--- src/rtl/isd_pkg.sv ---
package isd_pkg;
  localparam int OPW = 3;

  localparam logic [OPW-1:0] OP_AND  = 3'b000;
  localparam logic [OPW-1:0] OP_ADD  = 3'b001;
  localparam logic [OPW-1:0] OP_ANDI = 3'b010;
  localparam logic [OPW-1:0] OP_ADDI = 3'b011;
  localparam logic [OPW-1:0] OP_LD   = 3'b100;
  localparam logic [OPW-1:0] OP_ST   = 3'b101;
  localparam logic [OPW-1:0] OP_CMP  = 3'b110;
  localparam logic [OPW-1:0] OP_JMP  = 3'b111;

  typedef enum logic [1:0] {
    PH_IDLE = 2'd0,
    PH_HOLD = 2'd1,
    PH_EXEC = 2'd2,
    PH_ADV  = 2'd3
  } phase_t;

  typedef struct packed {
    logic imm_sel;
    logic alu_add;
    logic is_alu;
    logic is_cmp;
    logic mem_rd;
    logic is_st;
    logic is_jump;
    logic wr_reg;
    logic uncond;
  } klass_t;
endpackage

--- src/rtl/isd_fields.sv ---
module isd_fields #(
  parameter int IW   = 16,
  parameter int RIW  = 3,
  parameter int DW   = 16,
  parameter int IMMW = 7,
  parameter int AW   = 10
) (
  input  logic [IW-1:0]  word,
  output logic [RIW-1:0] f_dst,
  output logic [RIW-1:0] f_src1,
  output logic [RIW-1:0] f_src2,
  output logic [RIW-1:0] f_op1,
  output logic [DW-1:0]  f_imm,
  output logic [AW-1:0]  f_addr
);
  localparam int DST_HI  = IW - isd_pkg::OPW - 1;
  localparam int SRC1_HI = DST_HI - RIW;
  localparam int OP1_HI  = 2 * RIW - 1;
  localparam int EXT     = DW - IMMW;

  always_comb begin
    f_dst  = word[DST_HI -: RIW];
    f_src1 = word[SRC1_HI -: RIW];
    f_op1  = word[OP1_HI -: RIW];
    f_src2 = word[RIW-1:0];
    f_imm  = {{EXT{word[IMMW-1]}}, word[IMMW-1:0]};
    f_addr = word[AW-1:0];
  end
endmodule

--- src/rtl/isd_class.sv ---
module isd_class #(
  parameter int IW  = 16,
  parameter int RIW = 3,
  parameter logic [RIW-1:0] ALWAYS_CODE = '0
) (
  input  logic [IW-1:0]  word,
  output isd_pkg::klass_t k
);
  import isd_pkg::*;
  localparam int SUB_HI = IW - OPW - 1;

  logic [OPW-1:0] op;
  logic [RIW-1:0] sub;

  always_comb begin
    op  = word[IW-1 -: OPW];
    sub = word[SUB_HI -: RIW];
    k   = '0;
    unique case (op)
      OP_AND:  begin k.is_alu = 1'b1; k.wr_reg = 1'b1; end
      OP_ADD:  begin k.is_alu = 1'b1; k.wr_reg = 1'b1; k.alu_add = 1'b1; end
      OP_ANDI: begin k.is_alu = 1'b1; k.wr_reg = 1'b1; k.imm_sel = 1'b1; end
      OP_ADDI: begin
        k.is_alu  = 1'b1;
        k.wr_reg  = 1'b1;
        k.imm_sel = 1'b1;
        k.alu_add = 1'b1;
      end
      OP_LD:   begin k.mem_rd = 1'b1; k.wr_reg = 1'b1; end
      OP_ST:   k.is_st  = 1'b1;
      OP_CMP:  k.is_cmp = 1'b1;
      OP_JMP:  begin k.is_jump = 1'b1; k.uncond = (sub == ALWAYS_CODE); end
      default: k = '0;
    endcase
  end
endmodule

--- src/rtl/isd_seq.sv ---
module isd_seq (
  input  logic            clk,
  input  logic            rst,
  input  logic            go,
  input  logic            skip_hold,
  output logic            accept,
  output isd_pkg::phase_t ph_q,
  output isd_pkg::phase_t ph_nx
);
  import isd_pkg::*;

  always_comb begin
    accept = (ph_q == PH_IDLE) && go;
    unique case (ph_q)
      PH_IDLE: ph_nx = go ? (skip_hold ? PH_EXEC : PH_HOLD) : PH_IDLE;
      PH_HOLD: ph_nx = PH_EXEC;
      PH_EXEC: ph_nx = PH_ADV;
      PH_ADV:  ph_nx = PH_IDLE;
      default: ph_nx = PH_IDLE;
    endcase
    if (rst) ph_nx = PH_IDLE;
  end

  always_ff @(posedge clk) begin
    ph_q <= ph_nx;
  end
endmodule

--- src/rtl/instr_seq_top.sv ---
module instr_seq_top #(
  parameter int IW   = 16,
  parameter int RIW  = 3,
  parameter int DW   = 16,
  parameter int IMMW = 7,
  parameter int AW   = 10,
  parameter logic [RIW-1:0] ALWAYS_CODE = '0
) (
  input  logic           clk,
  input  logic           rst,
  input  logic           fetch_go,
  input  logic [IW-1:0]  instr,
  output logic           pc_en,
  output logic           reg_we,
  output logic           mem_rd,
  output logic           mem_wr,
  output logic           is_alu,
  output logic           is_cmp,
  output logic           is_jump,
  output logic           imm_sel,
  output logic           alu_add,
  output logic [RIW-1:0] sel_dst,
  output logic [RIW-1:0] sel_src1,
  output logic [RIW-1:0] sel_src2,
  output logic [RIW-1:0] sel_op1,
  output logic [DW-1:0]  imm_ext,
  output logic [AW-1:0]  addr
);
  import isd_pkg::*;

  logic [IW-1:0] ir_q, ir_nx;
  logic          accept;
  phase_t        ph_q, ph_nx;
  klass_t        kls;
  logic          active_nx;

  logic [RIW-1:0] n_dst, n_src1, n_src2, n_op1;
  logic [DW-1:0]  n_imm;
  logic [AW-1:0]  n_addr;

  always_comb begin
    if (rst)         ir_nx = '0;
    else if (accept) ir_nx = instr;
    else             ir_nx = ir_q;
  end

  always_ff @(posedge clk) begin
    ir_q <= ir_nx;
  end

  isd_class #(.IW(IW), .RIW(RIW), .ALWAYS_CODE(ALWAYS_CODE)) u_class (
    .word (ir_nx),
    .k    (kls)
  );

  isd_seq u_seq (
    .clk       (clk),
    .rst       (rst),
    .go        (fetch_go),
    .skip_hold (kls.uncond),
    .accept    (accept),
    .ph_q      (ph_q),
    .ph_nx     (ph_nx)
  );

  isd_fields #(.IW(IW), .RIW(RIW), .DW(DW), .IMMW(IMMW), .AW(AW)) u_fields (
    .word   (ir_nx),
    .f_dst  (n_dst),
    .f_src1 (n_src1),
    .f_src2 (n_src2),
    .f_op1  (n_op1),
    .f_imm  (n_imm),
    .f_addr (n_addr)
  );

  assign active_nx = (ph_nx != PH_IDLE);

  always_ff @(posedge clk) begin
    pc_en    <= (ph_nx == PH_ADV);
    reg_we   <= (ph_nx == PH_EXEC) && kls.wr_reg;
    mem_wr   <= (ph_nx == PH_EXEC) && kls.is_st;
    mem_rd   <= active_nx && kls.mem_rd;
    is_alu   <= active_nx && kls.is_alu;
    is_cmp   <= active_nx && kls.is_cmp;
    is_jump  <= active_nx && kls.is_jump;
    imm_sel  <= active_nx && kls.imm_sel;
    alu_add  <= active_nx && kls.alu_add;
    sel_dst  <= n_dst;
    sel_src1 <= n_src1;
    sel_src2 <= n_src2;
    sel_op1  <= n_op1;
    imm_ext  <= n_imm;
    addr     <= n_addr;
  end
endmodule

--- config.mk ---
export PLATFORM = sky130hd
export DESIGN_NAME = instr_seq_top
export DESIGN_NICKNAME = d
export VERILOG_FILES = /design/src/rtl/isd_pkg.sv /design/src/rtl/isd_fields.sv /design/src/rtl/isd_class.sv /design/src/rtl/isd_seq.sv /design/src/rtl/instr_seq_top.sv
export SDC_FILE = /design/constraint.sdc
export NUM_CORES = 1
export LEC_CHECK = 0
export ABC_AREA = 1
export CAP_MARGIN = 30
export CORE_ASPECT_RATIO = 0.75
export CORE_UTILIZATION = 40
export CTS_CLUSTER_SIZE = 28
export DETAILED_ROUTE_END_ITERATION = 7
export PLACE_DENSITY = 0.77
export SYNTH_ARGS = -nofsm -noshare
export SYNTH_HDL_FRONTEND = slang
export SYNTH_SLANG_ARGS = --single-unit
--- constraint.sdc ---
create_clock -name clk -period 1.95 [get_ports clk]
set_clock_uncertainty 0.15 [all_clocks]
set_input_delay 0.39 -clock clk [delete_from_list [all_inputs] [get_ports clk]]
set_output_delay 0.39 -clock clk [all_outputs]
set_load 0.1 [all_outputs]
==> impl_metrics.json <==
{
  "hold_class": "register to register",
  "clockRootBuffer": "clkbuf_8",
  "grt-busiest-layer": "met2",
  "crit_chain": "inv_1 > ha_4 > nand2_8 > clkinv_2 > nand2_1 > nand2_2 > nand2_4 > nor2_4 > nand2_1 > nand2_1 > nand2_2 > nand2_4 > nand2_1 > nor2_1",
  "totalNegativeSetupSlack_ps": 0,
  "synth_common_cells": "buf_4 (38), nor2_1 (29), dfxtp_1 (27)",
  "critical_path_peak_fanout": 9,
  "synth_area_leaders": "dfxtp_1 (41%), buf_4 (21%), nor2_1 (8.2%), nand2_1 (5.1%), o21ai_0 (4.1%)",
  "critPathTopFamily": "simple AND/OR/NAND/NOR gates",
  "postRouteAntennaNets": 0,
  "slowest_stage": "dfxtp_1",
  "reg2reg_to": "reg_we",
  "vias": 1164,
  "synth_cell_type_count": 18,
  "drc": 0,
  "path_class": "register to register",
  "area_growth_pct": 81.8,
  "worst_slew_pin_slew_ps": 330,
  "synth.avg_cell_area_um2": 7.75,
  "setup_slack_ps": 137,
  "seq_area_frac_synth_pct": 40.5,
  "synthArstFlopShare_pct": 0,
  "ctsHtreeMaxLevel": 1,
  "netSwitchingFraction_pct": 52.8,
  "setup_violations": 0,
  "r2r_slack_ps": 140,
  "grt_use_total_pct": 17.9,
  "drv_slew": 0,
  "placed_cell_area_um2": 2320,
  "endpoint_kind": "register",
  "grt_max_degree": 15,
  "syn-instance-count": 172,
  "nets": 240,
  "grt_overflow_total": 0,
  "synth.most_common_cell": "buf_4",
  "nFillCells": 195,
  "switchingPower_mw": 1.74,
  "p_comb_share_pct": 68.1,
  "insertion_delay_ps": 260,
  "cts_sinks": 27,
  "firstDrtPassIters": 4,
  "place_congestion": 0.814,
  "start_util_pct": 43.5,
  "cpPeakStageDelay_ps": 300,
  "dp.final_hpwl_mm": 2.64,
  "r2r_cells": 14,
  "seqPwrFrac_pct": 22.7,
  "synth_fp_nets": 194,
  "place_ws_ps": -241,
  "cts_tree": "done",
  "yosys_most_used_dff": "dfxtp_1",
  "rows": 17,
  "power.density_nw_per_um2": 1360,
  "cp.arrival_ps": 1870,
  "stdcell_area_um2": 2420,
  "ys_ff_latch": 27,
  "period_share_pct": 93.0,
  "use_met3_pct": 5.92,
  "r2r-start": "u_seq.ph_q[0]",
  "avgRoutedWirePerCell_um": 12.6,
  "routed_wirelength_mm": 3.21,
  "die_h_um": 52.0,
  "yosys.area.top_type": "dfxtp_1",
  "synth_top_area_share_pct": 40.5,
  "crit_top_cell": "nand2_1",
  "pin_count": 66,
  "drtIter0Drc": 33,
  "hold_viol_final": 0,
  "diodes": 0,
  "core_area_um2": 3060,
  "grt_pass1_wl_mm": 4.73,
  "gr-usage-met2_pct": 33.7,
  "slew_headroom_pct": 77.9,
  "grt_pass1_vias": 1077,
  "viasPerCell": 4.56,
  "syn_area_um2": 1330,
  "grt_use_met1_pct": 19.6,
  "cts_made_buffers": 3,
  "synth_edf_count": 0,
  "die_area_um2": 3570,
  "portBuffers": 65,
  "clk_pin_slew_ps": 80,
  "ys_warn_count": 0,
  "drive_gt1_share_pct": 38.7,
  "crit_start": "u_seq.ph_q[0]",
  "p_clk_share_pct": 9.2,
  "status": "finished, final reports clean",
  "power.internal_mw": 1.56,
  "cts_hold_buf": 0,
  "cts_buffer_depth": 2,
  "ir_worst_vdd_mv": 0.886,
  "die_x_um": 68.7,
  "leakage_nw": 1.08,
  "crit_cells": 14,
  "required_ps": 2000,
  "fin_crit_ps": 1810,
  "endpoint": "reg_we",
  "worstSetupStartpointType": "register",
  "fmax_mhz": 552,
  "antenna_found_initial": 0,
  "maxCapViolCount": 0,
  "crit_buf_inv": 2
}
layout make-up:
class                   instances  area, um2  area share (%)
repair buffers                 81       1260            51.8
flip-flops and latches         27        542            22.3
multi-input cells              88        469            19.3
inverters                      17       65.1            2.68
well taps                      38       47.5            1.96
clock buffers                   4       45.0            1.86
power by group through the flow:
stage / registers (mW) / clock network [mW] / logic, mW
2_1_floorplan: 0.834 / 0 / 1.44
3_3_place_gp: 0.756 / 0 / 2.16
3_5_place_dp: 0.762 / 0 / 2.19
4_1_cts: 0.749 / 0.317 / 2.19
5_1_grt: 0.759 / 0.335 / 2.32
6_report: 0.749 / 0.304 / 2.25
how the worst min path moves through the flow:
stage | start | to | slack [ps] | cells after the start
final | addr[6] | addr[6] | 360 | 2
after detailed placement | addr[6] | addr[6] | 360 | 2
after global placement | addr[6] | addr[6] | 320 | 2
after CTS | addr[6] | addr[6] | 370 | 2
after floorplan | addr[7] | addr[7] | 330 | 2
after global routing | addr[6] | addr[6] | 380 | 2
sequential cells by signal (all words and copies together) (netlist names):
signal / count
addr: 9
ir_q: 5
sel_dst: 2
u_seq.ph_q: 2
alu_add: 1
imm_sel: 1
is_alu: 1
is_cmp: 1
is_jump: 1
mem_rd: 1
mem_wr: 1
pc_en: 1
reg_we: 1
what timing repair did:
item / 4_1_cts / 5_1_grt
buffers inserted: 0 / 2
setup endpoints to repair: 0 / 10
gates resized for setup: 0 / 9
logic make-up after synthesis:
family | after synthesis | synth area share, %
buffers and inverters | 58 | 27.1
adders and majority gates | 3 | 2.81
DFF | 27 | 40.5
AOI/OAI and AO/OA | 19 | 7.41
and+or+nand+nor | 65 | 22.1
cell usage in the layout, fill, tap and decap left out:
master           synthesis  routed
nand3_1                 10       9
dfxtp_2                  0       1
a21oi_2                  1       1
o21ai_0                 11      11
clkdlybuf4s50_1          0      17
o21ai_1                  1       1
nor2_4                   1       1
ha_1                     3       2
dlymetal6s2s_1           0       1
nand2_8                  0       1
buf_12                   0      48
nand2_4                  3       2
nand2_1                 18      18
nor2_1                  29      27
inv_2                    2       3
clkbuf_8                 0       3
buf_4                   38      15
dfxtp_1                 27      26
nor3_1                   1       1
a21oi_1                  6       6
ha_4                     0       1
clkbuf_1                 3       1
inv_1                   14      13
nand3_2                  0       1
clkinv_2                 1       1
nor2_2                   0       2
nand2_2                  3       4
worst min-delay path, cell delays in order (launching register included):
cell and delay, ps:
dfxtp_1 320, nor2_1 100, nor2_1 50
metrics by stage:
stage | util [%] | instances | power, mW | hold WS (ps)
floorplan | - | 172 | 2.27 | 330
global placement | 75.9 | 248 | 2.92 | 319
detailed placement | 75.9 | 248 | 2.95 | 358
CTS | 77.3 | 252 | 3.26 | 371
global route | 79.2 | 255 | 3.42 | 381
finish | 79.2 | 255 | 3.30 | 361
metal layers:
metal | part of all wire [%] | wire [um]
met3 | 8.4 | 270
met5 | 0 | 0
met1 | 40 | 1290
met4 | 0 | 0
met2 | 51 | 1650
Note: power is estimated with default switching activity, not from simulation.
